$ cat config.mk
export PLATFORM = sky130hd
export DESIGN_NAME = gyro_init_seq
export DESIGN_NICKNAME = d
export VERILOG_FILES = /design/src/rtl/gyro_init_pkg.sv /design/src/rtl/gyro_init_timer.sv /design/src/rtl/gyro_init_reply_chk.sv /design/src/rtl/gyro_init_seq.sv
export SDC_FILE = /design/constraint.sdc
export NUM_CORES = 1
export LEC_CHECK = 0
export ABC_CLOCK_PERIOD_IN_PS = 2130
export BUFFER_PORTS_ARGS = -buffer_cell sky130_fd_sc_hd__buf_2
export CAP_MARGIN = 20
export CORE_AREA = 2 2 81 75
export DETAILED_ROUTE_END_ITERATION = 12
export DIE_AREA = 0 0 83 77
export GPL_TIMING_DRIVEN = 0
export MAX_ROUTING_LAYER = met4
export PLACE_DENSITY = 0.85
export SETUP_SLACK_MARGIN = 0.5
export SYNTH_ARGS = -nofsm -noshare
export SYNTH_HDL_FRONTEND = slang
export SYNTH_SLANG_ARGS = --single-unit
$ cat constraint.sdc
create_clock -name clk_i -period 2.13 [get_ports clk_i]
set_input_delay 0.426 -clock clk_i [delete_from_list [all_inputs] [get_ports clk_i]]
set_output_delay 0.426 -clock clk_i [all_outputs]
set_load 0.01 [all_outputs]
$ cat src/rtl/gyro_init_pkg.sv
package gyro_init_pkg;

  typedef enum logic [2:0] {
    ST_IDLE,
    ST_WAIT,
    ST_REQ,
    ST_RSP,
    ST_END
  } seq_state_e;

  typedef enum logic [2:0] {
    STEP_POR,
    STEP_ARM,
    STEP_CHK3,
    STEP_CHK4,
    STEP_FAULT
  } seq_step_e;

  typedef enum logic [2:0] {
    ERR_NONE   = 3'd0,
    ERR_XFER   = 3'd1,
    ERR_THIRD  = 3'd2,
    ERR_FOURTH = 3'd3,
    ERR_FAULT  = 3'd4
  } err_code_e;

  localparam int          WORD_W      = 32;
  localparam int          FAULT_W     = 12;
  localparam int          FAULT_LSB   = 5;
  localparam int          ADDR_LSB    = 17;
  localparam logic [7:0]  OP_SENSOR   = 8'h20;
  localparam logic [7:0]  OP_READ     = 8'h80;
  localparam logic [7:0]  FAULT_ADDR  = 8'h0A;
  localparam logic [31:0] POR_REPLY   = 32'h0000_0001;
  localparam logic [1:0]  ST_NORMAL   = 2'b10;

  // sensor-data request; chk sets check and parity bits together
  function automatic logic [WORD_W-1:0] sensor_cmd(input logic chk);
    logic [WORD_W-1:0] w;
    w = {OP_SENSOR, 24'h0};
    if (chk) w[1:0] = 2'b11;
    return w;
  endfunction

  // register read with odd overall parity on bit 0
  function automatic logic [WORD_W-1:0] read_cmd(input logic [7:0] addr);
    logic [WORD_W-1:0] w;
    w = {OP_READ, 24'h0} | ({24'h0, addr} << ADDR_LSB);
    w[0] = ~(^w);
    return w;
  endfunction

endpackage

$ cat src/rtl/gyro_init_timer.sv
module gyro_init_timer #(
  parameter int CLKS_PER_MS = 50000,
  parameter int MS_W        = 7
) (
  input  logic            clk_i,
  input  logic            rst_ni,
  input  logic            load_i,
  input  logic [MS_W-1:0] load_ms_i,
  output logic            expired_o
);

  logic            ms_tick;
  logic [MS_W-1:0] ms_q;

  generate
    if (CLKS_PER_MS > 1) begin : g_pre
      localparam int PRE_W = $clog2(CLKS_PER_MS);
      logic [PRE_W-1:0] pre_q;

      // prescaler restarts on load so each delay is exact
      always_ff @(posedge clk_i or negedge rst_ni) begin
        if (!rst_ni)                pre_q <= '0;
        else if (load_i || ms_tick) pre_q <= '0;
        else                        pre_q <= pre_q + 1'b1;
      end

      assign ms_tick = (pre_q == PRE_W'(CLKS_PER_MS - 1));
    end else begin : g_nopre
      assign ms_tick = 1'b1;
    end
  endgenerate

  always_ff @(posedge clk_i or negedge rst_ni) begin
    if (!rst_ni)                      ms_q <= '0;
    else if (load_i)                  ms_q <= load_ms_i;
    else if (ms_tick && ms_q != '0)   ms_q <= ms_q - 1'b1;
  end

  assign expired_o = (ms_q == '0);

endmodule

$ cat src/rtl/gyro_init_reply_chk.sv
module gyro_init_reply_chk
  import gyro_init_pkg::*;
(
  input  logic [WORD_W-1:0]  rdata_i,
  output logic               por_ok_o,
  output logic               pattern_ok_o,
  output logic [FAULT_W-1:0] fault_o
);

  logic low_ok;
  logic st_ok;

  assign por_ok_o     = (rdata_i == POR_REPLY);
  // bit 0 carries parity and is not part of the pattern
  assign low_ok       = &rdata_i[7:1];
  assign st_ok        = (rdata_i[27:26] == ST_NORMAL);
  assign pattern_ok_o = low_ok && st_ok;
  assign fault_o      = rdata_i[FAULT_LSB +: FAULT_W];

endmodule

$ cat src/rtl/gyro_init_seq.sv
module gyro_init_seq
  import gyro_init_pkg::*;
#(
  parameter int CLKS_PER_MS = 50000,
  parameter int POWERUP_MS  = 100,
  parameter int SETTLE_MS   = 50
) (
  input  logic               clk_i,
  input  logic               rst_ni,
  input  logic               start_i,
  output logic               xfer_req_o,
  output logic [WORD_W-1:0]  xfer_cmd_o,
  input  logic               xfer_done_i,
  input  logic               xfer_err_i,
  input  logic [WORD_W-1:0]  xfer_rdata_i,
  output logic               done_o,
  output logic               err_o,
  output logic [2:0]         err_code_o,
  output logic               warn_o,
  output logic [FAULT_W-1:0] fault_o
);

  localparam int MAX_MS = (POWERUP_MS > SETTLE_MS) ? POWERUP_MS : SETTLE_MS;
  localparam int MS_W   = $clog2(MAX_MS + 1);

  seq_state_e         state_q;
  seq_step_e          step_q;
  err_code_e          code_q;
  logic               err_q;
  logic               warn_q;
  logic [FAULT_W-1:0] fault_q;

  logic               accept_start;
  logic               rsp_ok;
  logic               load_t;
  logic [MS_W-1:0]    load_ms;
  logic               expired;
  logic               por_ok;
  logic               pat_ok;
  logic [FAULT_W-1:0] fault_bits;

  assign accept_start = start_i && (state_q == ST_IDLE || state_q == ST_END);
  assign rsp_ok       = (state_q == ST_RSP) && xfer_done_i && !xfer_err_i;
  assign load_t       = accept_start ||
                        (rsp_ok && (step_q == STEP_POR || step_q == STEP_ARM));
  assign load_ms      = accept_start ? MS_W'(POWERUP_MS) : MS_W'(SETTLE_MS);

  gyro_init_timer #(
    .CLKS_PER_MS (CLKS_PER_MS),
    .MS_W        (MS_W)
  ) u_timer (
    .clk_i     (clk_i),
    .rst_ni    (rst_ni),
    .load_i    (load_t),
    .load_ms_i (load_ms),
    .expired_o (expired)
  );

  gyro_init_reply_chk u_reply (
    .rdata_i      (xfer_rdata_i),
    .por_ok_o     (por_ok),
    .pattern_ok_o (pat_ok),
    .fault_o      (fault_bits)
  );

  always_ff @(posedge clk_i or negedge rst_ni) begin
    if (!rst_ni) begin
      state_q <= ST_IDLE;
      step_q  <= STEP_POR;
      code_q  <= ERR_NONE;
      err_q   <= 1'b0;
      warn_q  <= 1'b0;
      fault_q <= '0;
    end else begin
      case (state_q)
        ST_IDLE, ST_END: begin
          if (start_i) begin
            state_q <= ST_WAIT;
            step_q  <= STEP_POR;
            code_q  <= ERR_NONE;
            err_q   <= 1'b0;
            warn_q  <= 1'b0;
            fault_q <= '0;
          end
        end
        ST_WAIT: begin
          if (expired) state_q <= ST_REQ;
        end
        ST_REQ: begin
          state_q <= ST_RSP;
        end
        ST_RSP: begin
          if (xfer_done_i) begin
            if (xfer_err_i) begin
              code_q  <= ERR_XFER;
              err_q   <= 1'b1;
              state_q <= ST_END;
            end else begin
              case (step_q)
                STEP_POR: begin
                  warn_q  <= !por_ok;
                  step_q  <= STEP_ARM;
                  state_q <= ST_WAIT;
                end
                STEP_ARM: begin
                  step_q  <= STEP_CHK3;
                  state_q <= ST_WAIT;
                end
                STEP_CHK3: begin
                  if (pat_ok) begin
                    step_q  <= STEP_CHK4;
                    state_q <= ST_REQ;
                  end else begin
                    code_q  <= ERR_THIRD;
                    err_q   <= 1'b1;
                    state_q <= ST_END;
                  end
                end
                STEP_CHK4: begin
                  if (pat_ok) begin
                    step_q  <= STEP_FAULT;
                    state_q <= ST_REQ;
                  end else begin
                    code_q  <= ERR_FOURTH;
                    err_q   <= 1'b1;
                    state_q <= ST_END;
                  end
                end
                default: begin
                  fault_q <= fault_bits;
                  if (|fault_bits) begin
                    code_q <= ERR_FAULT;
                    err_q  <= 1'b1;
                  end
                  state_q <= ST_END;
                end
              endcase
            end
          end
        end
        default: state_q <= ST_IDLE;
      endcase
    end
  end

  always_comb begin
    case (step_q)
      STEP_POR:   xfer_cmd_o = sensor_cmd(1'b1);
      STEP_FAULT: xfer_cmd_o = read_cmd(FAULT_ADDR);
      default:    xfer_cmd_o = sensor_cmd(1'b0);
    endcase
  end

  assign xfer_req_o = (state_q == ST_REQ);
  assign done_o     = (state_q == ST_END);
  assign err_o      = err_q;
  assign err_code_o = code_q;
  assign warn_o     = warn_q;
  assign fault_o    = fault_q;

endmodule

# Word level (Yosys, flattened, before mapping)
# Index checks and enable logic that the tools add are counted.
# op_classes
addsub,2
n_mul,0
div,0
n_lt_le_gt_ge,0
n_eq_ne,26
n_shift,0
n_mux,42
n_bitwise,0
reduce_logical,30
# op_table
cell,count
case mux 32 bit (2 select lines),1
two-way mux 12 bit,4
two-way mux 3 bit,15
"equality test 32 x 1 -> 1 bit, second input constant",1
case mux 12 bit (2 select lines),1
case mux 3 bit (4 select lines),2
two-way mux 7 bit,3
AND reduction 7 bit,3
case mux 3 bit (2 select lines),3
"adder 16 x 1 -> 16 bit, second input constant",1
"equality test 16 bit, second input constant",1
two-way mux 16 bit,1
"equality test 3 x 2 -> 1 bit, second input constant",4
"!= test 4 bit, second input constant",3
OR reduction 12 bit,1
"!= test 2 bit, second input constant",5
AND reduction 5 bit,2
"!= test 3 bit, second input constant",3
case mux 3 bit (3 select lines),1
two-way mux 1 bit,8
logical NOT 7 bit,1
nonzero test 7 bit,1
"subtractor 7 x 1 -> 7 bit, second input constant",1
"equality test 3 x 1 -> 1 bit, second input constant",2
other kinds (16),32
# word_totals
ff_bits,46
latchBits,0
ram_bits,0
rom_bits,0
in_bits,37
output_inout_bits,51
elab_cells,108
mem_count,0

# Longest topological paths before layout
# logic_depth
ltp_word,7
ltp_mapped,8
mapped_depth_nobuf,7

# By module
# Synthesis repeated with hierarchy kept, for this count alone.
# unflattened
cells_unflattened,332
area_unflattened_um2,2939.1
# modules_own_cells
mod,n_inst,cells_each,area_each_um2,seq_area_each_um2
gyro_init_seq,1,168,1488.9,575.6
gyro_init_timer,1,137,1262.5,575.6
gyro_init_reply_chk,1,27,187.7,0.0

# Least setup slack after synthesis
# OpenSTA, ideal clock, no wires.
# synth_timing
path_kind,register to register
from,register u_timer.ms_q[0]
to,register u_timer.ms_q[1]
setup_ps,126
arrival_ps,1586
required_ps,2004
slack_ps,418
path_stages_with_launch,7
n_path_buf,0
period_less_slack_ps,1712
cell_sequence,dfrtp_1 > inv_1 > ha_1 > or3b_1 > nand3b_4 > and2_4 > o311a_1
# synth_between
elab_chain_len,3
elab_cells_between_ends,6
cone_classes,1 x add/sub; 2 x mux; 3 x reduce/logical
# synth_lines
element,line,text
"start, declared",gyro_init_timer.sv:13,logic [MS_W-1:0] ms_q;
"start signal, assigned",gyro_init_timer.sv:35,else if (load_i) ms_q <= load_ms_i;
"start signal, assigned",gyro_init_timer.sv:36,else if (ms_tick && ms_q != '0) ms_q <= ms_q - 1'b1;
subtractor 7 x 1 -> 7 bit or nonzero test 7 bit (tied branches),gyro_init_timer.sv:36,
two-way mux 7 bit or logical AND 1 bit (tied branches),gyro_init_timer.sv:36,
two-way mux 7 bit or nonzero test 2 bit (tied branches),n/a,
# Parallel ways exist; a longest one is shown, timed or not. The select of a mux whose other input is x is not followed.
# A chain may end at the register's enable or synchronous reset.

# Worst setup path after layout
# Ends and elaborated chain as after synthesis.

==> reports/qor.txt <==
fmax: 534 MHz
Clock Skew: 0.0133 ns
P&R area growth vs syn: 47.2%
Pleak: 1.95 nW
initial antenna violation count: 0
fin crit period: 1.87 ns
pin count of the biggest net entering global routing: 47
Post-Layout Cell Count: 502
drt first-iter violations: 272
Compound-Gate Fraction of Synth Area: 12.5%
hold crit path type: in -> async
GRT Util Overall: 22.6%
Psw: 663 uW
RSZ-0062 raised after global routing: true
Cell Area, Placed: 0.00322 mm2
clock share of power: 29.6%
crit-path cells: inv_2 -> ha_4 -> or3b_4 -> nand3b_4 -> buf_6 -> and2_4 -> o311a_1
clock transition at the registers of the reported paths: 0.09 ns
CP peak stage delay: 0.40 ns
worst reg2reg path depth: 7
FF-to-FF End: u_timer.ms_q[1]
cell family with most CP delay: simple AND/OR/NAND/NOR gates
Remaining DRCs: 0
mux contribution to synthesized area: 0.366%
Buf/Inv on CP: 2
Main synth FF type: dfrtp_1
Starting Density: 49.1%
Max-Cap Viols: 0
Worst Path Arrival: 2.07 ns
nets: 471
Diodes inserted: 0
Worst Tran Pin Value: 0.500 ns
Critical Path Source: u_timer.ms_q[0]
Post-Syn Instances: 297
clock sink count: 46
DR vias/cell: 5.52
total number of vias: 2,773
vias in the first global route: 2,491
Post-Route WL: 8.68 mm
fin. max-slew vios: 0
# rows: 26
adder-cell share of the synthesized area: 1.37%
Yosys cell types: 51
grt ovf: 0
Yosys warning count: 0
worst path required time: 2.33 ns
Mapped Area: 0.00273 mm2
DRT Pass-1 Iters: 5
# port buffers: 61
CP endpoint kind: flop
crit path max fanout: 5
slowest CP cell: dfrtp_1
Wirelength per Cell: 17.3 um
Die H: 77 um
Setup Viol. Count Final: 0
largest family of logic cells by synthesized area: simple AND/OR/NAND/NOR gates
Slew HR: 66.6%
Yosys top cell by area: dfrtp_1
CTS Buf Count: 5
Sum Neg Setup Slack: 0 ns
simple-gate portion of the synthesized area: 26.2%
Die Wd: 83 um
Combinational Power Share: 25.8%
sw frac: 29.5%
dpl cells: 453
R2R Path Start: u_timer.ms_q[0]
Worst path depth: 7
post-DP HPWL: 4.57 mm
CP Launch Type: flop
latest clock arrival within the worst-skew pair: 0.32 ns
Crit Path Category: reg -> reg
share of cells above drive strength 1: 47.2%
antenna viol nets, final: 0
Post-synth EDFFs: 0
Max clock buf depth: 2
I/O pins: 88
ys async rst share: 100%
post-layout util: 72.3%
Hold Slack: 0.0622 ns
CTS tree: done
Tot Pwr: 2.25 mW
PD cells: 559 mW/mm2
area of the die: 0.00639 mm2
Seq cells post-synth: 46
Mapped Avg Cell Area: 9.20 um2
maximum vdd ir drop: 0.507 mV
Root Driver: clkbuf_8
Reg power frac: 44.7%
period utilization: 88.0%
Core Area: 0.00556 mm2
fin area: 0.00402 mm2
dpl ws: 0.143 ns
setup ws final: 0.256 ns
XOR/XNOR Fraction of Synth Area: 5.45%
hold buffers post-CTS: 0
sequential share of the synthesized area: 42.1%
Worst Setup EP: u_timer.ms_q[1]
status: completed
worst reg2reg setup slack: 0.26 ns
Area contributors post-synth: dfrtp_1 (42%), buf_4 (8.5%), nand2_1 (4.9%), o21ai_0 (4.0%), nor2_1 (3.7%)
Pint: 1.59 mW
CTS HTree Levels: 2
first-pass GRT wire length: 11.6 mm
Placer Congestion: 0.845
Final Hold Vio Count: 0
Synth top area share: 42.1%
[synth_stat cells (all sizes together) (2+ instances only)]
cell	count
a21oi	13
a22o	3
a31oi	4
and3	5
and4	5
and4bb	2
buf	37
dfrtp	46
ha	3
inv	10
nand2	38
nand2b	3
nand3	11
nand3b	3
nand4	8
nor2	28
nor3	8
nor3b	2
nor4	7
nor4b	2
o21a	2
o21ai	24
o41ai	2
or3b	2
xnor2	9
xor2	8
[power by group through the flow]
stage / Sequential (mW) / Combinational (mW) / Clock (mW)
2_1_floorplan: 1.01 / 0.253 / 0
3_5_place_dp: 1.01 / 0.368 / 0
6_report: 1.00 / 0.580 / 0.665
3_3_place_gp: 1.01 / 0.356 / 0
4_1_cts: 0.995 / 0.415 / 0.658
5_1_grt: 1.01 / 0.627 / 0.702
[how the worst min path moves through the flow]
stage / cells after the start / end / slack, ns
global placement: 2 / fault_o[10] / 0.46
CTS: 1 / u_timer.g_pre.pre_q[8] / 0.34
global route: 1 / step_q[0] / 0.09
floorplan: 0 / err_code_o[0] / 0.13
finish: 1 / step_q[0] / 0.06
detailed placement: 2 / fault_o[8] / 0.47
[state kept, by name, indices dropped and copies added, names as in the netlist]
name                 flops
warn_o                   1
fault_o                 12
state_q                  3
u_timer.ms_q             7
err_code_o               3
u_timer.g_pre.pre_q     16
err_o                    1
step_q                   3
[what timing repair did]
action	4_1_cts	5_1_grt
gates cloned	0	2
buffers inserted	17	21
gates resized for setup	30	71
pin swaps	6	17
endpoints found under the setup margin	43	48
[layer usage]
metal	GRT usage (%)	up-vias	routed length (um)
li1	-	1256	-
met1	28.0	1329	3300
met2	36.1	156	4520
met3	6.14	32	597
met4	7.05	0	260
met5	-	-	0
[layout make-up]
class	count	area (um2)
clock buffer	5	68.8
inverter	10	40.0
tap	70	87.6
buffer	38	332
clock inverter	3	40.0
fill	372	1540
timing repair buffer	102	738
sequential	46	1160
multi-input combinational	228	1560
[layout by cell type, fill, tap and decap left out, types with 4 or more instances in the layout]
| master | instances |
|---|---|
| buf_4 | 59 |
| buf_2 | 55 |
| dfrtp_1 | 41 |
| nor2_1 | 26 |
| conb_1 | 26 |
| nand2_1 | 25 |
| buf_6 | 17 |
| o21ai_1 | 14 |
| nand2_2 | 11 |
| a21oi_1 | 11 |
| nand3_1 | 10 |
| xnor2_1 | 9 |
| nand4_1 | 8 |
| xor2_1 | 8 |
| nor4_1 | 7 |
| inv_1 | 6 |
| and4_1 | 5 |
| o21ai_0 | 5 |
| clkbuf_8 | 5 |
| dfrtp_2 | 5 |
| o21ai_2 | 4 |
| nor3_1 | 4 |
| a31oi_1 | 4 |
[cells by family after synthesis]
kind of cell             Yosys count
AO/OA/AOI/OAI                     53
XOR/XNOR                          17
adder cells (fa/ha/maj)            3
buffers and inverters             48
flip-flops                        46
multiplexers                       1
other                              1
AND/OR/NAND/NOR                  128
(Power assumes the default switching activity.)
